## config.mk

```make
export PLATFORM = sky130hd
export DESIGN_NAME = cn_minsum_serial
export DESIGN_NICKNAME = d
export VERILOG_FILES = /design/src/rtl/cn_minsum_serial.sv
export SDC_FILE = /design/constraint.sdc
export NUM_CORES = 1
export LEC_CHECK = 0
export BUFFER_PORTS_ARGS = -buffer_cell sky130_fd_sc_hd__buf_2
export CORE_ASPECT_RATIO = 0.9
export CORE_UTILIZATION = 46
export CTS_CLUSTER_DIAMETER = 200
export DETAILED_ROUTE_END_ITERATION = 10
export GPL_TIMING_DRIVEN = 0
export PLACE_DENSITY_LB_ADDON = 0.15
export SLEW_MARGIN = 20
export SYNTH_ARGS = -nofsm -noshare
export SYNTH_HDL_FRONTEND = slang
export SYNTH_SLANG_ARGS = --single-unit
```

## constraint.sdc

```tcl
create_clock -name clk -period 6.9 [get_ports clk]
set_input_delay 0.69 -clock clk [delete_from_list [all_inputs] [get_ports clk]]
set_output_delay 0.69 -clock clk [all_outputs]
set_load 0.01 [all_outputs]
```

## src/rtl/cn_minsum_serial.sv

```systemverilog
module cn_minsum_serial #(
  parameter int W    = 5,
  parameter int HALF = 8,
  parameter int OFFW = 4
) (
  input  logic                clk,
  input  logic                rst_n,
  input  logic                in_valid,
  input  logic [HALF*W-1:0]   in_msg,
  input  logic [HALF-1:0]     in_conn,
  input  logic [OFFW-1:0]     offset,
  output logic                out_valid,
  output logic                out_half,
  output logic [HALF*W-1:0]   out_msg
);
  localparam int N  = 2 * HALF;
  localparam int MW = W - 1;
  localparam int IW = $clog2(N);
  localparam int CW = (MW > OFFW) ? MW : OFFW;
  localparam logic [MW-1:0] MAXM = {MW{1'b1}};

  logic              ph_in;
  logic [MW-1:0]     fb_m1, fb_m2;
  logic [IW-1:0]     fb_idx;
  logic              fb_sx;
  logic [HALF-1:0]   sgn_lo, con_lo;

  logic [MW-1:0]     b_m1, b_m2;
  logic [IW-1:0]     b_idx;
  logic              b_sx, b_full, out_ph;
  logic [N-1:0]      b_sgn, b_con;

  logic [MW-1:0]     r1, r2, f1, f2;
  logic [IW-1:0]     ri, fi;
  logic [HALF-1:0]   sgns;
  logic              hx;

  function automatic logic [MW-1:0] corr(input logic [MW-1:0] m, input logic [OFFW-1:0] o);
    logic [CW-1:0] me, oe;
    me = CW'(m);
    oe = CW'(o);
    return (me > oe) ? MW'(me - oe) : '0;
  endfunction

  always_comb begin : reduce
    logic [MW-1:0] t1 [1:2*HALF-1];
    logic [MW-1:0] t2 [1:2*HALF-1];
    logic [IW-1:0] ti [1:2*HALF-1];
    logic [W-1:0]  x, nx;
    logic [MW-1:0] mag;
    for (int j = 0; j < HALF; j++) begin
      x  = in_msg[j*W +: W];
      nx = -x;
      if (!x[W-1])                           mag = x[MW-1:0];
      else if (x == {1'b1, {MW{1'b0}}})      mag = MAXM;
      else                                   mag = nx[MW-1:0];
      if (!in_conn[j]) mag = MAXM;
      sgns[j]     = x[W-1];
      t1[HALF+j]  = mag;
      t2[HALF+j]  = MAXM;
      ti[HALF+j]  = IW'(j) | (ph_in ? IW'(HALF) : '0);
    end
    for (int i = HALF - 1; i >= 1; i--) begin
      if (t1[2*i] <= t1[2*i+1]) begin
        t1[i] = t1[2*i];
        ti[i] = ti[2*i];
        t2[i] = (t2[2*i] < t1[2*i+1]) ? t2[2*i] : t1[2*i+1];
      end else begin
        t1[i] = t1[2*i+1];
        ti[i] = ti[2*i+1];
        t2[i] = (t2[2*i+1] < t1[2*i]) ? t2[2*i+1] : t1[2*i];
      end
    end
    r1 = t1[1];
    r2 = t2[1];
    ri = ti[1];
    hx = ^(sgns & in_conn);
    if (fb_m1 <= r1) begin
      f1 = fb_m1;
      fi = fb_idx;
      f2 = (fb_m2 < r1) ? fb_m2 : r1;
    end else begin
      f1 = r1;
      fi = ri;
      f2 = (r2 < fb_m1) ? r2 : fb_m1;
    end
  end

  always_ff @(posedge clk or negedge rst_n) begin
    if (!rst_n) begin
      ph_in  <= 1'b0;
      fb_m1  <= '0;
      fb_m2  <= '0;
      fb_idx <= '0;
      fb_sx  <= 1'b0;
      sgn_lo <= '0;
      con_lo <= '0;
      b_m1   <= '0;
      b_m2   <= '0;
      b_idx  <= '0;
      b_sx   <= 1'b0;
      b_sgn  <= '0;
      b_con  <= '0;
      b_full <= 1'b0;
      out_ph <= 1'b0;
    end else begin
      if (in_valid && !ph_in) begin
        fb_m1  <= r1;
        fb_m2  <= r2;
        fb_idx <= ri;
        fb_sx  <= hx;
        sgn_lo <= sgns;
        con_lo <= in_conn;
        ph_in  <= 1'b1;
      end else if (in_valid) begin
        b_m1  <= corr(f1, offset);
        b_m2  <= corr(f2, offset);
        b_idx <= fi;
        b_sx  <= fb_sx ^ hx;
        b_sgn <= {sgns, sgn_lo};
        b_con <= {in_conn, con_lo};
        ph_in <= 1'b0;
      end
      if (in_valid && ph_in) begin
        b_full <= 1'b1;
        out_ph <= 1'b0;
      end else if (b_full) begin
        if (out_ph) b_full <= 1'b0;
        out_ph <= ~out_ph;
      end
    end
  end

  always_comb begin : emit
    logic [IW-1:0] k;
    logic [W-1:0]  v;
    for (int j = 0; j < HALF; j++) begin
      k = IW'(j) | (out_ph ? IW'(HALF) : '0);
      v = b_con[k] ? {1'b0, (k == b_idx) ? b_m2 : b_m1} : '0;
      out_msg[j*W +: W] = (b_sx ^ b_sgn[k]) ? -v : v;
    end
  end

  assign out_valid = b_full;
  assign out_half  = out_ph;

  AST_EMIT_PAIR:   assert property (@(posedge clk) disable iff (!rst_n) out_valid && !out_half |=> out_valid && out_half);
  AST_PROMPT_OUT:  assert property (@(posedge clk) disable iff (!rst_n) in_valid && ph_in |=> out_valid && !out_half);
  AST_NO_OVERRUN:  assert property (@(posedge clk) disable iff (!rst_n) in_valid && ph_in && out_valid |-> out_half);
  AST_MIN_ORDER:   assert property (@(posedge clk) disable iff (!rst_n) out_valid |-> b_m1 <= b_m2);
  AST_IDLE_AFTER:  assert property (@(posedge clk) disable iff (!rst_n) out_valid && out_half && !(in_valid && ph_in) |=> !out_valid);
endmodule

```

==> results.md, run 1 <==
| Step | Parameter | Value |
|---|---|---|
| run status | Status | finished with violations |
| run status | Violated checks | setup timing |
| global routing | Largest net degree at the start of global routing | 47 |
| power | Worst ir drop on vdd | 310 uV |
| power | Switching Share | 0.479 |
| critical path | R2R Path Start | fb_m1[3] |
| route | Residual DRC count | 0 |
| timing | Hold Slack | 0.296 ns |
| floorplanning | Vert. Die Dim | 128 um |
| place | Placed cell count | 1340 |
| route | Post-detailed-route wirelength per cell | 15.9 um |
| route | Wirelength, routed | 22800 um |
| critical path | Largest stage delay, worst path | 0.39 ns |
| power | Switching power total | 2.69 mW |
| timing | Fmax | 0.132 GHz |
| synth | Mapped Nets | 1138 |
| critical path | Critical path startpoint category | primary input |
| synth | Synthesized instance count | 1010 |
| route | Vias | 7814 |
| critical path | Crit end category | register |
| synth | Synth Register Bits | 77 |
| clock network | Worst skew pair latency | 0.34 ns |
| critical path | Crit path top cell by count | mux2i_4 |
| synth | Primary flip-flop cell chosen by synthesis mapping | dfrtp_1 |
| route | Vias per inst | 5.47 |
| critical path | Crit path max fanout | 7 |
| timing | Portion of the clock cycle consumed by the worst path in the final layout | 1.10 |
| final layout | Layout-stage area growth over the synthesis result | 31.4% |
| final layout | Layout cells sized above 1 | 0.302 |
| clock network | Clock tree from TritonCTS | built |
| global routing | Via count of the first global-routing pass | 7219 |
| critical path | Slowest cell on crit path | fa_2 |
| timing | Min Tclk post-route | 7.57 ns |
| timing | RSZ-0062 raised after global routing | true |
| route | Count of nets left with antenna violations after detail routing | 0 |
| floorplanning | Area of the core | 17100 um2 |
| synth | Top area cells in the synthesized netlist | dfrtp_1, ha_1, mux2i_1 |
| synth | Number of flops mapped to enable cells by yosys | 0 |
| floorplanning | Number of placed I/O pins | 97 |
| place | RD Place Congestion | 0.876 |
| global routing | Total track usage | 0.247 |
| final layout | Final core utilization | 0.625 |
| floorplanning | Die span in x | 142 um |
| timing | Final worst setup slack | -0.671 ns |
| synth | Dominant combinational cell family by area after synthesis | simple AND/OR/NAND/NOR gates |
| timing | Clock Skews | 0.00643 ns |
| power | Combinational share of power | 0.780 |
| clock network | CTS buffer count | 9 |
| floorplanning | Initial core utilization | 0.475 |
| synth | XOR/XNOR share of the synthesized area | 0.0626 |
| power | Sequential cell fraction of total power | 0.140 |
| critical path | Required time at the endpoint of the critical path | 7.12 ns |
| route | Number of DRC markers after the initial detailed-route iteration | 488 |
| clock network | Maximum level of the CTS H-tree | 3 |
| power | Static power due to leakage | 5.08 nW |
| synth | Sequential element share of the synthesized area | 0.238 |
| synth | Yosys Warn Count | 0 |
| clock network | CTS max path bufs | 2 |
| synth | Most common cell in the netlist | nand2_1 |
| run | Reported max-cap violation count | 0 |
| synth | Share of the synthesized area in compound gates (AO/OA/AOI/OAI) | 0.181 |
| timing | Worst Max-Slew Pin Slew | 0.753 ns |
| place | Worst-case setup slack after placement | -1.81 ns |
| synth | Most numerous cell types in the synthesized netlist | nand2_1, nor2_1, inv_1, mux2i_1, dfrtp_1 |
| worst hold path | Worst hold path class | primary input to asynchronous set/reset pin |
| synth | Arithmetic-cell share of the synthesized area counting full adders, half adders and majority gates | 0.120 |
| synth | Share of synthesized area spent on multiplexers | 0.155 |
| global routing | Overall overflow remaining after global route | 0 |
| timing | Number of max-slew violations in the final report | 0 |
| final layout | Final net count | 1317 |
| floorplanning | Placement Rows | 45 |
| clock network | Clock transition at the registers of the reported paths | 0.06 ns |
| place | HPWL reported at the end of detailed placement | 16800 um |
| critical path | Worst-case register-to-register setup slack | 3.65 ns |
| synth | Fraction of the mapped netlist area in simple logic gates | 0.183 |
| timing | Max transition margin | 0.497 |
| critical path | Startpoint of the most critical setup path | in_msg[10] |
| clock network | Number of clock sinks | 77 |
| synth | Area share of the largest cell type after synthesis | 0.238 |
| synth | Async set-or-reset flop fraction in the synthesized netlist | 1.00 |
| place | Count of port buffers added during placement | 94 |
| synth | Library cell with the largest summed area after synthesis | dfrtp_1 |
| global routing | First-pass GRT wire length | 35900 um |
| synth | Count of cell types in the netlist | 73 |
| synth | Mean instance size in the synthesized netlist | 8.03 um2 |
| final layout | Final standard cell count with taps included and fillers excluded | 1429 |
| clock network | Cts hold-fix bufs | 0 |
| timing | Final hold viol count | 0 |
| route | Drt first pass iters | 5 |
| critical path | Setup CP Type | primary input to register |
| synth | Synth Cell Area | 8110 um2 |
| critical path | R2R depth | 15 |
| power | Power share of the clock group | 0.081 |
| power | Total power per unit cell area | 527 nW/um2 |
| clock network | Clk Tree Root Cell | clkbuf_16 |
| timing | Finish-stage setup viols | 8 |
| final layout | Antenna fix cells | 0 |
| critical path | Arrival @ worst endpoint | 7.79 ns |
| floorplanning | Die Area | 18200 um2 |
| power | Cell Int Power | 2.93 mW |
| global routing | Initial antenna violation count | 0 |
| final layout | # fillers | 1497 |
[power by group through the flow]
stage | registers (mW) | logic [mW] | clock network [mW]
final | 0.785 | 4.38 | 0.453
after global routing | 0.809 | 4.78 | 0.476
after CTS | 0.782 | 4.07 | 0.457
after detailed placement | 0.788 | 3.59 | 0
after global placement | 0.781 | 3.53 | 0
after floorplan | 0.759 | 2.80 | 0
[repair_timing]
| action | CTS | global route |
|---|---|---|
| pin swaps | 42 | 48 |
| setup endpoints to repair | 12 | 10 |
| endpoints found under the hold margin | 0 | 0 |
| buffers inserted | 51 | 24 |
| cloned | 0 | 0 |
| resized for setup | 56 | 60 |
[final cells by class]
| type | instances | area, um2 | area share |
|---|---|---|---|
| repair buffers | 169 | 1110 | 0.104 |
| inverters | 87 | 360 | 0.0338 |
| plain buffers | 34 | 203 | 0.0190 |
| multi-input cells | 811 | 6480 | 0.608 |
| clock buffers | 9 | 225 | 0.0211 |
| clock inverters | 7 | 56.3 | 0.00528 |
| flip-flops and latches | 77 | 1930 | 0.181 |
| well taps | 235 | 294 | 0.0276 |
[worst max-delay path: cells and delay by family]
family	cells	cell delay, ns
adder cells (fa/ha/maj)	6	1.78
AO/OA/AOI/OAI	16	2.88
AND/OR/NAND/NOR	4	0.49
XOR/XNOR	1	0.22
buffers and inverters	7	0.72
multiplexers	4	0.99
[sequential cells by signal, summed over array words and instances, names as in the netlist, 4 cells and up]
register and cells:
b_con 16, b_sgn 16, con_lo 8, sgn_lo 8
b_idx 4, b_m1 4, b_m2 4, fb_idx 4
fb_m1 4, fb_m2 4
[through the flow]
stage                     power, mW  setup TNS, ns  area (um2)
after CTS                      5.31          -3.55       10200
final                          5.62          -4.72       10700
after global placement         4.32         -16.12        9250
after detailed placement       4.38         -15.87        9280
after floorplan                3.56          -4.54        8480
after global routing           6.06          -7.14       10700
[cells by family after synthesis]
logic type                 after synthesis
buffers and inverters                  122
adders and majority gates               77
xor gates and xnor gates                58
and+or+nand+nor                        338
muxes                                  121
DFF                                     77
AOI/OAI and AO/OA                      217
[worst paths after layout]
| check | to |
|---|---|
| hold reg to reg | b_sgn[1] |
| min in group clk | b_sgn[1] |
| max in group asynchronous | b_m1[3] |
| setup / recovery | b_m2[3] |
| hold / removal | out_valid |
| setup reg to reg | b_m2[3] |
[cells in the final DEF (no fill, tap or decap), types with 19 or more instances in the layout]
cell / instances
ha_1: 56
buf_2: 85
clkbuf_1: 22
inv_1: 71
buf_4: 78
nand2_1: 157
mux2i_1: 71
o21ai_0: 27
xor2_1: 38
nor2_1: 90
dfrtp_1: 77
mux2_2: 34
a21oi_1: 43
xnor2_1: 19
[per-layer routing]
layer	part of all wire	wire length, um	track usage	vias to the layer above
met1	0.48	10800	0.343	3746
met3	0.035	786	0.0232	27
met5	0	0	0	-
met4	0.014	318	0.0462	0
met2	0.48	10800	0.420	151
li1	-	-	-	3890
Note: power is estimated with default switching activity, not from simulation.
==> run 2: changes to the inputs <==
Settings changed: HOLD_SLACK_MARGIN set to 0.15, RECOVER_POWER set to 25.
Clock period 6.9 ns to 9.8 ns, I/O delays scaled along.
==> run 2 against run 1 <==
Net effect:
- the run ends with capacitance limit, slew limit left
- sequential share of layout area is 2.7 points higher
- sequential power is 30% lower
- hold slack better by 0.17 ns
- sequential cell count stayed put
- clock power is 29% lower
- combinational power is 44% lower
- clock skew is 0.00058 ns higher
- clock-buffer cell count is 1 higher
- cell area is 13% lower
- first-iteration DRC count is 14% lower
- critical endpoint unchanged
- largest power group unchanged
==> results.md, run 2 (synthesis results as in run 1) <==
| Step | Parameter | Value |
|---|---|---|
| clock network | Cts hold-fix bufs | 0 |
| clock network | Clock transition at the registers of the reported paths | 0.06 ns |
| timing | Clock Skews | 0.00701 ns |
| timing | Worst Max-Slew Pin Slew | 2.61 ns |
| route | Post-detailed-route wirelength per cell | 14.9 um |
| critical path | Critical path startpoint category | primary input |
| clock network | Number of clock sinks | 77 |
| route | Routed length on met3 | 776 um |
| critical path | Crit path top cell by count | ha_1 |
| timing | RSZ-0062 raised after global routing | false |
| floorplanning | Number of placed I/O pins | 97 |
| route | Drt first pass iters | 5 |
| final layout | Final core utilization | 0.542 |
| timing | Fmax | 0.109 GHz |
| route | Wirelength, routed | 20200 um |
| critical path | Startpoint of the most critical setup path | in_msg[15] |
| floorplanning | Die Area | 18200 um2 |
| final layout | Layout cells sized above 1 | 0.163 |
| route | Residual DRC count | 0 |
| final layout | Final net count | 1245 |
| final layout | Top Registers | b_con (16), b_sgn (16) |
| route | Highest Signal Layer | met4 |
| global routing | First-pass GRT wire length | 33200 um |
| run status | Violated checks | capacitance limit, slew limit |
| critical path | Endpoint of the lowest-slack register-to-register path | b_m2[3] |
| run | Reported max-cap violation count | 2 |
| critical path | Critical path destination | b_m2[3] |
| route | Vias | 7365 |
| power | Total power per unit cell area | 358 nW/um2 |
| global routing | Via count of the first global-routing pass | 6714 |
| critical path | Required time at the endpoint of the critical path | 10.03 ns |
| critical path | Crit end category | register |
| place | Count of port buffers added during placement | 94 |
| route | Count of nets left with antenna violations after detail routing | 0 |
| critical path | Largest stage delay, worst path | 0.46 ns |
| power | Static power due to leakage | 4.61 nW |
| floorplanning | Initial core utilization | 0.475 |
| timing | Finish-stage setup viols | 0 |
| timing | Final hold viol count | 0 |
| timing | Setup TNS | 0 ns |
| route | Wire length on met2 | 9120 um |
| clock network | Clock tree from TritonCTS | built |
| clock network | CTS buffer count | 9 |
| final layout | Antenna fix cells | 0 |
| global routing | Overall overflow remaining after global route | 0 |
| critical path | R2R Path Start | fb_m1[3] |
| global routing | Initial antenna violation count | 0 |
| timing | Portion of the clock cycle consumed by the worst path in the final layout | 0.939 |
| critical path | R2R depth | 15 |
| final layout | Commonest non-fill, non-tap cells in the layout | nand2_1, nor2_1, buf_2 |
| global routing | Largest net degree at the start of global routing | 48 |
| timing | Number of max-slew violations in the final report | 80 |
| route | Vias per inst | 5.43 |
| timing | Max transition margin | -0.739 |
| clock network | Maximum level of the CTS H-tree | 3 |
| floorplanning | Die span in x | 142 um |
| place | HPWL reported at the end of detailed placement | 16300 um |
| timing | Min Tclk post-route | 9.20 ns |
| critical path | Arrival @ worst endpoint | 9.43 ns |
| global routing | Total track usage | 0.228 |
| final layout | Most common library cell in the layout ignoring fill and taps | nand2_1 |
| final layout | Layout-stage area growth over the synthesis result | 14.1% |
| floorplanning | Area of the core | 17100 um2 |
| place | Instance area at placement | 8900 um2 |
| critical path | Slowest cell on crit path | a311oi_1 |
| final layout | Final cell area excluding filler cells | 9250 um2 |
| clock network | Clk Tree Root Cell | clkbuf_16 |
| floorplanning | Placement Rows | 45 |
| route | Number of DRC markers after the initial detailed-route iteration | 419 |
| critical path | Setup CP Type | primary input to register |
| worst hold path | Worst hold path class | register to register |
| floorplanning | Vert. Die Dim | 128 um |
| run status | Status | finished with violations |
| clock network | Worst skew pair latency | 0.34 ns |
| critical path | Worst-case register-to-register setup slack | 6.25 ns |
| critical path | Crit path max fanout | 10 |
| place | RD Place Congestion | 0.915 |
| clock network | CTS max path bufs | 2 |
| route | Met1 WL | 10100 um |
| power | Worst ir drop on vdd | 159 uV |
[run 2: cell types whose count changed in the layout (fill, tap and decap cells not counted), moves of 10 or more]
cell and change:
ha_1 +15, mux2i_1 +10, a21oi_1 +12, buf_4 -77, inv_1 +14, nand2_1 +10, ha_4 -13, a21oi_2 -10
[run 2: cell type report]
type                            count  area, um2
Inverter                           87        327
Sequential cell                    77       1930
Tap cell                          235        294
Fill cell                        1709       7810
Clock buffer                       10        239
Multi-Input combinational cell    811       5770
Clock inverter                      6       51.3
Timing Repair Buffer               96        479
Buffer                             35        171
[run 2: power breakdown]
part,leakage (nW),internal (mW),switching (mW),total (mW)
Clock,0.146,0.183,0.139,0.322
Combinational,3.52,1.03,1.41,2.44
Sequential,0.941,0.469,0.0788,0.547
Total,4.61,1.69,1.63,3.31
[run 2: repair_timing]
action / in CTS / in global routing
buffers inserted: 0 / 1
setup endpoints to repair: 8 / 8
gates resized for setup: 5 / 22
hold endpoints to repair: 0 / 0
pin swaps: 0 / 2
[run 2: worst min path at each step]
stage               from  endpoint  slack (ns)  cells after the start
2_1_floorplan  con_lo[0]  b_con[0]        0.43                      2
3_3_place_gp   sgn_lo[7]  b_sgn[7]        0.44                      2
3_5_place_dp   con_lo[5]  b_con[5]        0.45                      2
4_1_cts        con_lo[5]  b_con[5]        0.46                      2
5_1_grt        sgn_lo[5]  b_sgn[5]        0.49                      2
6_report       con_lo[5]  b_con[5]        0.46                      2
[run 2: through the flow]
step	setup slack [ns]	hold WS (ns)	total power, mW	cells
final	0.602	0.465	3.31	1357
after global routing	0.0309	0.490	3.65	1357
after CTS	0.0127	0.465	3.28	1356
after detailed placement	-0.681	0.449	2.94	1340
after global placement	-0.676	0.444	2.90	1339
after floorplan	0.987	0.433	2.38	1010
[run 2: metal layers]
metal,track usage,vias to the layer above
li1,-,3761
met1,0.325,3402
met2,0.372,189
met3,0.0235,13
met4,0.0506,0
met5,0,-
[run 2: worst max-delay path, delay by kind of cell]
kind,cells,cell delay [ns]
compound gates,17,3.81
simple gates,5,0.45
buf+inv,9,1.37
mux,3,0.82
fa+ha+maj,7,2.01
